===== config.mk =====
export PLATFORM = sky130hd
export DESIGN_NAME = twophase_wdt
export DESIGN_NICKNAME = d
export VERILOG_FILES = /design/src/rtl/twp_wdt_pkg.sv /design/src/rtl/twp_wdt_regs.sv /design/src/rtl/twp_wdt_presc.sv /design/src/rtl/twp_wdt_core.sv /design/src/rtl/twp_wdt_rstout.sv /design/src/rtl/twophase_wdt.sv
export SDC_FILE = /design/constraint.sdc
export NUM_CORES = 1
export LEC_CHECK = 0
export BUFFER_PORTS_ARGS = -buffer_cell sky130_fd_sc_hd__buf_2
export CORE_MARGIN = 2
export CORE_UTILIZATION = 48
export DETAILED_ROUTE_END_ITERATION = 8
export MAX_ROUTING_LAYER = met4
export PLACE_DENSITY = 0.83
export SLEW_MARGIN = 20
export SYNTH_ARGS = -nofsm -noshare
export SYNTH_HDL_FRONTEND = slang
export SYNTH_SLANG_ARGS = --single-unit

===== constraint.sdc =====
create_clock -name clk -period 2.3 [get_ports clk]
set_clock_uncertainty 0.1 [all_clocks]
set_input_delay 0.23 -clock clk [delete_from_list [all_inputs] [get_ports clk]]
set_output_delay 0.23 -clock clk [all_outputs]
set_load 0.005 [all_outputs]

===== src/rtl/twp_wdt_pkg.sv =====
package twp_wdt_pkg;

   typedef enum logic [1:0] {
      PH_IDLE = 2'd0,
      PH_ONE  = 2'd1,
      PH_TWO  = 2'd2
   } phase_e;

   localparam int NUM_RST  = 3;
   localparam int LINE_CPU  = 0;
   localparam int LINE_CHIP = 1;
   localparam int LINE_SOFT = 2;

   localparam int A_CTRL = 0;
   localparam int A_KICK = 1;
   localparam int A_STAT = 2;

   // mode code -> one-hot reset line select; unused code falls back to cpu
   function automatic logic [NUM_RST-1:0] mode_to_line(input logic [1:0] mode);
      logic [NUM_RST-1:0] sel;
      sel = '0;
      case (mode)
         2'd1:    sel[LINE_CHIP] = 1'b1;
         2'd2:    sel[LINE_SOFT] = 1'b1;
         default: sel[LINE_CPU]  = 1'b1;
      endcase
      return sel;
   endfunction

endpackage


===== src/rtl/twp_wdt_regs.sv =====
module twp_wdt_regs
   import twp_wdt_pkg::*;
#(
   parameter int DATA_W = 32,
   parameter int ADDR_W = 2,
   parameter int LEN_W  = 5
) (
   input  logic              clk,
   input  logic              rst_n,
   input  logic              wr_en,
   input  logic [ADDR_W-1:0] wr_addr,
   input  logic [DATA_W-1:0] wr_data,
   input  logic [ADDR_W-1:0] rd_addr,
   output logic [DATA_W-1:0] rd_data,
   input  phase_e            phase,
   input  logic              pre_evt,
   input  logic              tmo_evt,
   output logic              en,
   output logic [1:0]        mode,
   output logic              mask_pre,
   output logic              mask_tmo,
   output logic [LEN_W-1:0]  len1,
   output logic [LEN_W-1:0]  len2,
   output logic              kick,
   output logic              sts_pre,
   output logic              sts_tmo
);

   localparam int B_EN   = 0;
   localparam int B_MODE = 1;
   localparam int B_MPRE = 3;
   localparam int B_MTMO = 4;
   localparam int B_L1   = 8;
   localparam int B_L2   = 16;
   localparam int B_PH   = 4;

   generate
      if (LEN_W < 1 || LEN_W > 8) begin : g_bad_len
         $error("twp_wdt_regs: LEN_W must lie in 1..8");
      end
      if (DATA_W < B_L2 + LEN_W) begin : g_bad_data
         $error("twp_wdt_regs: DATA_W too narrow for the control fields");
      end
      if (ADDR_W < 2) begin : g_bad_addr
         $error("twp_wdt_regs: ADDR_W must be at least 2");
      end
   endgenerate

   logic wr_ctrl, wr_stat;
   logic en_q, mpre_q, mtmo_q, spre_q, stmo_q;
   logic [1:0] mode_q;
   logic [LEN_W-1:0] len1_q, len2_q;
   logic unused_wdata;

   assign wr_ctrl = wr_en && (wr_addr == ADDR_W'(A_CTRL));
   assign wr_stat = wr_en && (wr_addr == ADDR_W'(A_STAT));
   assign kick    = wr_en && (wr_addr == ADDR_W'(A_KICK)) && wr_data[0];
   assign unused_wdata = ^wr_data;

   always_ff @(posedge clk or negedge rst_n) begin
      if (!rst_n) begin
         en_q   <= 1'b0;
         mode_q <= 2'd0;
         mpre_q <= 1'b0;
         mtmo_q <= 1'b0;
         len1_q <= '0;
         len2_q <= '0;
      end else if (wr_ctrl) begin
         en_q   <= wr_data[B_EN];
         mode_q <= wr_data[B_MODE +: 2];
         mpre_q <= wr_data[B_MPRE];
         mtmo_q <= wr_data[B_MTMO];
         len1_q <= wr_data[B_L1 +: LEN_W];
         len2_q <= wr_data[B_L2 +: LEN_W];
      end else if (tmo_evt) begin
         en_q   <= 1'b0;
      end
   end

   // sticky status: a new event outranks a clear in the same cycle
   always_ff @(posedge clk or negedge rst_n) begin
      if (!rst_n) begin
         spre_q <= 1'b0;
         stmo_q <= 1'b0;
      end else begin
         spre_q <= pre_evt | (spre_q & ~(wr_stat & wr_data[0]));
         stmo_q <= tmo_evt | (stmo_q & ~(wr_stat & wr_data[1]));
      end
   end

   always_comb begin
      rd_data = '0;
      if (rd_addr == ADDR_W'(A_CTRL)) begin
         rd_data[B_EN]          = en_q;
         rd_data[B_MODE +: 2]   = mode_q;
         rd_data[B_MPRE]        = mpre_q;
         rd_data[B_MTMO]        = mtmo_q;
         rd_data[B_L1 +: LEN_W] = len1_q;
         rd_data[B_L2 +: LEN_W] = len2_q;
      end else if (rd_addr == ADDR_W'(A_STAT)) begin
         rd_data[0]         = spre_q;
         rd_data[1]         = stmo_q;
         rd_data[B_PH +: 2] = phase;
      end
   end

   assign en       = en_q;
   assign mode     = mode_q;
   assign mask_pre = mpre_q;
   assign mask_tmo = mtmo_q;
   assign len1     = len1_q;
   assign len2     = len2_q;
   assign sts_pre  = spre_q;
   assign sts_tmo  = stmo_q;

endmodule


===== src/rtl/twp_wdt_presc.sv =====
module twp_wdt_presc #(
   parameter int PRE_W = 28
) (
   input  logic clk,
   input  logic rst_n,
   input  logic run,
   input  logic restart,
   output logic tick
);

   generate
      if (PRE_W < 1 || PRE_W > 48) begin : g_bad_pre
         $error("twp_wdt_presc: PRE_W must lie in 1..48");
      end
   endgenerate

   logic [PRE_W-1:0] cnt_q;

   always_ff @(posedge clk or negedge rst_n) begin
      if (!rst_n)
         cnt_q <= '0;
      else if (!run || restart)
         cnt_q <= '0;
      else
         cnt_q <= cnt_q + 1'b1;
   end

   assign tick = run && !restart && (&cnt_q);

endmodule


===== src/rtl/twp_wdt_core.sv =====
module twp_wdt_core
   import twp_wdt_pkg::*;
#(
   parameter int LEN_W = 5
) (
   input  logic             clk,
   input  logic             rst_n,
   input  logic             en,
   input  logic             kick,
   input  logic             tick,
   input  logic [LEN_W-1:0] len1,
   input  logic [LEN_W-1:0] len2,
   output phase_e           phase,
   output logic [LEN_W-1:0] cnt,
   output logic             run,
   output logic             restart,
   output logic             pre_evt,
   output logic             tmo_evt
);

   phase_e           ph_q, ph_d;
   logic [LEN_W-1:0] cnt_q, cnt_d;
   logic             last1, last2;

   assign last1 = (cnt_q == len1);
   assign last2 = (cnt_q == len2);

   always_comb begin
      ph_d  = ph_q;
      cnt_d = cnt_q;
      if (!en) begin
         ph_d  = PH_IDLE;
         cnt_d = '0;
      end else begin
         case (ph_q)
            PH_IDLE: begin
               ph_d  = PH_ONE;
               cnt_d = '0;
            end
            PH_ONE: begin
               if (kick) begin
                  cnt_d = '0;
               end else if (tick) begin
                  if (last1) begin
                     ph_d  = PH_TWO;
                     cnt_d = '0;
                  end else begin
                     cnt_d = cnt_q + 1'b1;
                  end
               end
            end
            PH_TWO: begin
               if (tick) begin
                  if (last2) begin
                     ph_d  = PH_IDLE;
                     cnt_d = '0;
                  end else begin
                     cnt_d = cnt_q + 1'b1;
                  end
               end
            end
            default: begin
               ph_d  = PH_IDLE;
               cnt_d = '0;
            end
         endcase
      end
   end

   always_ff @(posedge clk or negedge rst_n) begin
      if (!rst_n) begin
         ph_q  <= PH_IDLE;
         cnt_q <= '0;
      end else begin
         ph_q  <= ph_d;
         cnt_q <= cnt_d;
      end
   end

   assign run     = (ph_q != PH_IDLE);
   assign restart = en && ((ph_q == PH_IDLE) || ((ph_q == PH_ONE) && kick));
   assign pre_evt = en && (ph_q == PH_ONE) && !kick && tick && last1;
   assign tmo_evt = en && (ph_q == PH_TWO) && tick && last2;
   assign phase   = ph_q;
   assign cnt     = cnt_q;

endmodule


===== src/rtl/twp_wdt_rstout.sv =====
module twp_wdt_rstout
   import twp_wdt_pkg::*;
(
   input  logic               clk,
   input  logic               rst_n,
   input  logic               fire,
   input  logic [1:0]         mode,
   output logic [NUM_RST-1:0] lines
);

   logic [NUM_RST-1:0] sel;

   assign sel = mode_to_line(mode);

   generate
      for (genvar g = 0; g < NUM_RST; g++) begin : g_line
         logic pulse_q;
         always_ff @(posedge clk or negedge rst_n) begin
            if (!rst_n)
               pulse_q <= 1'b0;
            else
               pulse_q <= fire & sel[g];
         end
         assign lines[g] = pulse_q;
      end
   endgenerate

endmodule


===== src/rtl/twophase_wdt.sv =====
module twophase_wdt
   import twp_wdt_pkg::*;
#(
   parameter int PRE_W  = 28,
   parameter int LEN_W  = 5,
   parameter int DATA_W = 32,
   parameter int ADDR_W = 2
) (
   input  logic              clk,
   input  logic              rst_n,
   input  logic              wr_en,
   input  logic [ADDR_W-1:0] wr_addr,
   input  logic [DATA_W-1:0] wr_data,
   input  logic [ADDR_W-1:0] rd_addr,
   output logic [DATA_W-1:0] rd_data,
   output logic              irq_pretimeout,
   output logic              irq_timeout,
   output logic              rst_req_chip,
   output logic              rst_req_cpu,
   output logic              rst_req_soft
);

   logic               en_w, kick_w, tick_w, run_w, restart_w;
   logic               pre_evt_w, tmo_evt_w, sts_pre_w, sts_tmo_w;
   logic               mpre_w, mtmo_w;
   logic [1:0]         mode_w;
   logic [LEN_W-1:0]   len1_w, len2_w, cnt_w;
   phase_e             phase_w;
   logic [NUM_RST-1:0] rst_lines_w;

   twp_wdt_regs #(.DATA_W(DATA_W), .ADDR_W(ADDR_W), .LEN_W(LEN_W)) u_regs (
      .clk      (clk),
      .rst_n    (rst_n),
      .wr_en    (wr_en),
      .wr_addr  (wr_addr),
      .wr_data  (wr_data),
      .rd_addr  (rd_addr),
      .rd_data  (rd_data),
      .phase    (phase_w),
      .pre_evt  (pre_evt_w),
      .tmo_evt  (tmo_evt_w),
      .en       (en_w),
      .mode     (mode_w),
      .mask_pre (mpre_w),
      .mask_tmo (mtmo_w),
      .len1     (len1_w),
      .len2     (len2_w),
      .kick     (kick_w),
      .sts_pre  (sts_pre_w),
      .sts_tmo  (sts_tmo_w)
   );

   twp_wdt_presc #(.PRE_W(PRE_W)) u_presc (
      .clk     (clk),
      .rst_n   (rst_n),
      .run     (run_w),
      .restart (restart_w),
      .tick    (tick_w)
   );

   twp_wdt_core #(.LEN_W(LEN_W)) u_core (
      .clk     (clk),
      .rst_n   (rst_n),
      .en      (en_w),
      .kick    (kick_w),
      .tick    (tick_w),
      .len1    (len1_w),
      .len2    (len2_w),
      .phase   (phase_w),
      .cnt     (cnt_w),
      .run     (run_w),
      .restart (restart_w),
      .pre_evt (pre_evt_w),
      .tmo_evt (tmo_evt_w)
   );

   twp_wdt_rstout u_rstout (
      .clk   (clk),
      .rst_n (rst_n),
      .fire  (tmo_evt_w),
      .mode  (mode_w),
      .lines (rst_lines_w)
   );

   assign irq_pretimeout = sts_pre_w & mpre_w;
   assign irq_timeout    = sts_tmo_w & mtmo_w;
   assign rst_req_cpu    = rst_lines_w[LINE_CPU];
   assign rst_req_chip   = rst_lines_w[LINE_CHIP];
   assign rst_req_soft   = rst_lines_w[LINE_SOFT];

endmodule


==> summary.md, run 1 <==
| Metric | Value |
|---|---|
| Most frequent cells after synthesis | `dfrtp_1, nor2_1, xor2_1` |
| Pin count of the biggest net entering global routing | `37` |
| CTS buffer count | `5` |
| Max-Cap Viols | `0` |
| First-pass GRT wire length | `9730 um` |
| Post-Layout Cell Count | `426` |
| Sw frac | `29.5%` |
| Design Power | `1.99 mW` |
| Fillers | `514` |
| Post-route ant nets | `0` |
| Sequential share of the synthesized area | `45.7%` |
| Clock sink total | `55` |
| Worst Hold Depth | `3` |
| Post-DP HPWL | `4000 um` |
| Combinational power share | `18.3%` |
| Flop pwr share | `55.1%` |
| Placer Congestion | `0.864` |
| DR iter-0 viols | `173` |
| Hold slack | `0.0421 ns` |
| Min-delay worst type | `primary input to register` |
| Core box area | `0.00599 mm2` |
| Worst-path cell chain | `inv_1, ha_1, nand2_1, o2111a_1, a31oi_2, nor2_2, a221o_1` |
| Pwr dens | `588 mW/mm2` |
| Critical Path Sink Type | `register` |
| Hold Vio Cnt, Final | `0` |
| Crit-path slowest cell | `dfrtp_1` |
| Mapped Area | `0.00301 mm2` |
| Yosys top cell by area | `dfrtp_1` |
| Ports | `76` |
| Die H | `83.2 um` |
| CTS tree | `done` |
| Post-synth EDFFs | `0` |
| CTS clk-pin slew, worst paths | `0.10 ns` |
| Yosys top cell area share | `45.7%` |
| Cell with the most instances after synthesis | `dfrtp_1` |
| DRT Wirelength | `5560 um` |
| # diodes | `0` |
| Vias in the first global route | `2140` |
| Share of layout cells above drive strength 1 | `23.6%` |
| Worst Path Required | `2.40 ns` |
| Worst r2r src | `u_core.phase[1]` |
| Worst setup SP type | `register` |
| Leak | `1.58 nW` |
| Critical path class | `register to register` |
| GR Util All Layers | `17.2%` |
| H-tree Lvls | `2` |
| Clock Tree Buf Depth | `2` |
| Post-Syn Area per Cell | `9.95 um2` |
| Skew-Pair Late Insertion Delay | `0.31 ns` |
| Family with the most delay on the worst path | `compound AO/OA/AOI/OAI gates` |
| Slowest stage delay, CP | `0.42 ns` |
| FF-to-FF End | `u_core.cnt[2]` |
| WHS Endpoint | `u_regs.mode[1]` |
| Synth Instances | `303` |
| Final Max Slew Viols | `0` |
| Tightest Pin Transition | `0.808 ns` |
| DP Cell Count | `417` |
| Outcome | `complete, no violations` |
| RSZ-0062 raised after global routing | `true` |
| CTS Root Cell | `clkbuf_8` |
| Fmax | `0.458 GHz` |
| R2R setup slack | `0.12 ns` |
| Vias | `2216` |
| Drt via density | `5.20` |
| # rows | `28` |
| P&R area growth vs syn | `12.2%` |
| Clock share of power | `26.5%` |
| Crit-path max FO | `7` |
| Area contributors post-synth | `dfrtp_1, xor2_1, nor2_1` |
| Fin nets | `396` |
| 1st-pass router iterations | `4` |
| # port buffers | `42` |
| WP buf/inv | `1` |
| Final Cycle Share | `94.9%` |
| Peak supply drop | `0.375 mV` |
| Ys async rst share | `100%` |
| Initial Util | `50.3%` |
| Final TNS setup | `0 ns` |
| Net Switching | `0.587 mW` |
| Initial antenna violation count | `0` |
| DRC errors left | `0` |
| Total grt overflow | `0` |
| Endpoints failing setup | `0` |
| Min-delay src | `wr_data[2]` |
| Die width | `83.2 um` |
| Critical path arrival | `2.28 ns` |
| Warnings, synthesis | `0` |
| Worst-case reg-to-reg path depth | `7` |
| Main synth FF type | `dfrtp_1` |
| Yosys reg bits | `55` |
| Tmin final | `2.18 ns` |
| Slew HR | `46.1%` |
| Internal power | `1.40 mW` |
| Avg WL per Cell | `13.0 um` |
| Overall die area | `0.00693 mm2` |
| Yosys cell types | `45` |
[logic make-up (layout without fill, tap and decap cells)]
kind of cell	after synthesis	after routing	share of synthesized area, %
fa+ha+maj	7	7	2.91
xor+xnor	34	34	9.88
flops	55	55	45.7
mux	16	16	5.85
compound gates	24	24	5.56
buf+inv	34	67	6.27
other cells	1	16	0.124
simple gates	132	132	23.7
[metrics by stage]
step	area [um2]	utilization (%)	setup slack, ns
after detailed placement	3280	54.7	0.0399
after global placement	3280	54.7	0.0978
final	3380	56.5	0.118
after floorplan	3070	-	0.296
after CTS	3380	56.5	0.0909
after global routing	3380	56.5	-0.0109
[repair_timing]
action / in CTS / in global routing
setup endpoints to repair: 1 / 3
hold endpoints to repair: 34 / 0
buffers inserted: 0 / 0
resized for setup: 1 / 0
pin swaps: 0 / 1
hold buffers: 1 / 0
[state kept, by name, indices dropped and copies added (netlist names)]
name / flops
u_presc.cnt_q: 28
u_core.cnt: 5
u_regs.len1: 5
u_regs.len2: 5
u_rstout.g_line.pulse_q: 3
u_core.phase: 2
u_regs.mode: 2
u_regs.en: 1
u_regs.mask_pre: 1
u_regs.mask_tmo: 1
u_regs.sts_pre: 1
u_regs.sts_tmo: 1
[power by group through the flow]
stage	Combinational, mW	Clock [mW]	Sequential (mW)
2_1_floorplan	0.262	0	1.10
3_3_place_gp	0.350	0	1.11
3_5_place_dp	0.361	0	1.12
4_1_cts	0.365	0.554	1.10
5_1_grt	0.415	0.590	1.11
6_report	0.364	0.527	1.10
[how the worst max path moves through the flow]
stage	slack, ns	cells past startpoint	end	startpoint
2_1_floorplan	0.30	7	u_core.cnt[3]	u_core.phase[1]
3_3_place_gp	0.1	7	u_core.cnt[3]	u_core.phase[1]
3_5_place_dp	0.04	7	u_core.cnt[2]	u_core.phase[1]
4_1_cts	0.09	7	u_core.phase[1]	u_presc.cnt_q[0]
5_1_grt	-0.01	7	u_core.cnt[3]	u_core.phase[1]
6_report	0.12	7	u_core.cnt[2]	u_core.phase[1]
[final cells by class]
type	count	area, um2	area share, %
Multi-Input combinational cell	229	1520	44.8
Timing Repair Buffer	50	273	8.07
Clock inverter	3	20.0	0.592
Tap cell	75	93.8	2.77
Inverter	9	33.8	0.999
Clock buffer	5	68.8	2.03
Sequential cell	55	1380	40.7
[cells in the final DEF (no fill, tap or decap), types with 2 or more instances in the layout]
| cell | n |
|---|---|
| dfrtp_1 | 55 |
| nor2_1 | 43 |
| buf_2 | 42 |
| xor2_1 | 24 |
| nand2_1 | 20 |
| and2_1 | 20 |
| nand3_1 | 17 |
| conb_1 | 16 |
| mux2_2 | 13 |
| xnor2_1 | 10 |
| inv_1 | 9 |
| ha_1 | 7 |
| buf_4 | 7 |
| nand4_1 | 5 |
| o21ai_0 | 5 |
| a21oi_1 | 5 |
| clkbuf_8 | 5 |
| nor3_1 | 4 |
| or3_1 | 3 |
| mux2i_1 | 3 |
| o21ai_1 | 2 |
| nor4_4 | 2 |
| and4_1 | 2 |
| and3_1 | 2 |
| nand4b_1 | 2 |
| nor3b_2 | 2 |
| a22o_1 | 2 |
| nor3b_1 | 2 |
| a221o_1 | 2 |
| clkinvlp_4 | 2 |
[worst min-delay path: stages]
cell     delay [ns]
buf_2          0.08
nand2_1        0.04
o21ai_0        0.07
[layer usage]
layer	up-vias	GRT usage [%]	wire length, um
met2	43	28.4	2820
met4	0	5.81	99
met1	1089	21.4	2480
met3	8	2.98	161
met5	-	-	0
li1	1076	-	-
Power figures use the tool's default switching activity.
==> run 2, diff against run 1 <==
==> constraint.sdc (replaced) <==
create_clock -name clk -period 2.3 [get_ports clk]
set_clock_uncertainty 0.1 [all_clocks]
set_input_delay 0.46 -clock clk [delete_from_list [all_inputs] [get_ports clk]]
set_output_delay 0.46 -clock clk [all_outputs]
set_load 0.005 [all_outputs]
==> summary.md, run 2 (synthesis results as in run 1) <==
| Metric | Value |
|---|---|
| DR iter-0 viols | `171` |
| Vias in the first global route | `2108` |
| DRT Wirelength | `5620 um` |
| Placer Congestion | `0.862` |
| Net Switching | `0.593 mW` |
| Internal power | `1.41 mW` |
| Die width | `83.2 um` |
| Worst-case reg-to-reg path depth | `7` |
| Critical path class | `register to register` |
| Vias | `2223` |
| CTS clk-pin slew, worst paths | `0.10 ns` |
| Worst-path cell chain | `inv_1, ha_1, nand2_1, o2111a_1, a31oi_2, nor2_2, a221o_1` |
| Largest Register | `u_presc.cnt_q` |
| Final Max Slew Viols | `0` |
| Max reg flops | `28` |
| Multi-input logic area | `0.00152 mm2` |
| Pin count of the biggest net entering global routing | `33` |
| 1st-pass router iterations | `4` |
| Commonest non-fill, non-tap cell in the layout | `dfrtp_1` |
| Ports | `76` |
| CTS tree | `done` |
| Clock share of power | `26.4%` |
| Leak | `1.58 nW` |
| Total grt overflow | `0` |
| Clock sink total | `55` |
| Slew HR | `63.5%` |
| Post-DP HPWL | `4150 um` |
| Share of layout cells above drive strength 1 | `23.4%` |
| Initial antenna violation count | `0` |
| Overall die area | `0.00693 mm2` |
| # diodes | `0` |
| Hold Vio Cnt, Final | `0` |
| Worst Path Required | `2.40 ns` |
| Combinational power share | `18.5%` |
| Most frequent cells in the layout | `dfrtp_1, nor2_1, buf_2` |
| Critical Path Sink Type | `register` |
| Outcome | `complete, no violations` |
| Avg WL per Cell | `13.2 um` |
| Slowest stage delay, CP | `0.41 ns` |
| Cell Area, Placed | `0.00329 mm2` |
| First-pass GRT wire length | `9620 um` |
| Final Cycle Share | `92.5%` |
| RSZ-0062 raised after global routing | `false` |
| Die H | `83.2 um` |
| P&R area growth vs syn | `12.2%` |
| Fillers | `512` |
| Worst setup SP type | `register` |
| Crit-path max FO | `4` |
| CTS Root Cell | `clkbuf_8` |
| # port buffers | `42` |
| Initial Util | `50.3%` |
| # rows | `28` |
| Peak supply drop | `0.332 mV` |
| Final Cell Area | `0.00338 mm2` |
| CTS buffer count | `5` |
| GR Util All Layers | `17.1%` |
| Skew-Pair Late Insertion Delay | `0.31 ns` |
| Core box area | `0.00599 mm2` |
| DRC errors left | `0` |
| Core Util, Final | `56.4%` |
| DP Cell Count | `417` |
| Post-route ant nets | `0` |
| Flop pwr share | `55.1%` |
| Tightest Pin Transition | `0.547 ns` |
| H-tree Lvls | `2` |
| Max-Cap Viols | `0` |
| Tmin final | `2.13 ns` |
| Drt via density | `5.23` |
| Crit-path slowest cell | `dfrtp_1` |
| Clock Tree Buf Depth | `2` |
| Post-CTS Hold Fix Bufs | `0` |
| Final TNS setup | `0 ns` |
| Register area | `0.00138 mm2` |
| Endpoints failing setup | `0` |
| Post-Layout Cell Count | `425` |
| Critical path arrival | `2.23 ns` |
| Sw frac | `29.6%` |
| Min-delay worst type | `primary input to async pin` |
| Fmax | `0.470 GHz` |
| Fin nets | `395` |
| Pwr dens | `591 mW/mm2` |
==> run 2: cell count changes in the layout (fill, tap and decap cells not counted) <==
cell	before	now
clkinvlp_4	2	1
buf_4	7	6
clkbuf_1	0	1
dlygate4sd3_1	1	0
buf_12	0	1
==> run 2: repair_timing <==
item                       in CTS  in global routing
buffers inserted                0                  0
setup endpoints to repair       0                  3
gates resized for setup         0                  1
==> run 2: final cells by class <==
class                   count  share of cell area [%]
clock inverters             2                   0.370
clock buffers               6                    2.15
multi-input cells         229                    44.9
well taps                  75                    2.78
repair buffers             49                    8.14
inverters                   9                   0.999
flip-flops and latches     55                    40.7
==> run 2: metal layers <==
metal	GRT usage [%]	share of wire, %	vias up
met5	-	0	-
met2	28.7	51	40
met3	3.18	2.9	6
met4	6.26	1.4	0
met1	20.7	45	1095
li1	-	-	1082
==> run 2: critical path, delay by kind of cell (launching register included) <==
kind                     cells  cell delay [ns]
AND/OR/NAND/NOR              2             0.23
AO/OA/AOI/OAI                3             0.93
adder cells (fa/ha/maj)      1             0.24
buffers and inverters        1             0.12
flip-flops                   1             0.41
==> run 2: power groups by stage <==
stage          clock network, mW  registers, mW  logic (mW)
2_1_floorplan                  0           1.10       0.262
3_3_place_gp                   0           1.11       0.357
3_5_place_dp                   0           1.12       0.371
4_1_cts                    0.539           1.10       0.373
5_1_grt                    0.575           1.11       0.418
6_report                   0.528           1.10       0.370
==> run 2: stage by stage <==
step	power [mW]	hold slack, ns	setup WS [ns]
2_1_floorplan	1.36	0.0644	0.296
3_3_place_gp	1.47	0.371	0.180
3_5_place_dp	1.49	0.380	0.135
4_1_cts	2.01	0.0393	0.111
5_1_grt	2.11	0.0566	0.0344
6_report	2.00	0.0193	0.172
==> run 2: final timing paths <==
| kind | start | to | slack, ns |
|---|---|---|---|
| max in group asynchronous | rst_n | u_regs.mode[0] | 1.53 |
| worst min register to register | u_presc.cnt_q[0] | u_presc.cnt_q[0] | 0.40 |
| min in group clk | wr_data[2] | u_regs.mode[1] | 0.25 |
| worst max register to register | u_core.phase[1] | u_core.cnt[3] | 0.17 |
| worst min-delay path | rst_n | u_presc.cnt_q[7] | 0.02 |
| worst max-delay path | u_core.phase[1] | u_core.cnt[3] | 0.17 |
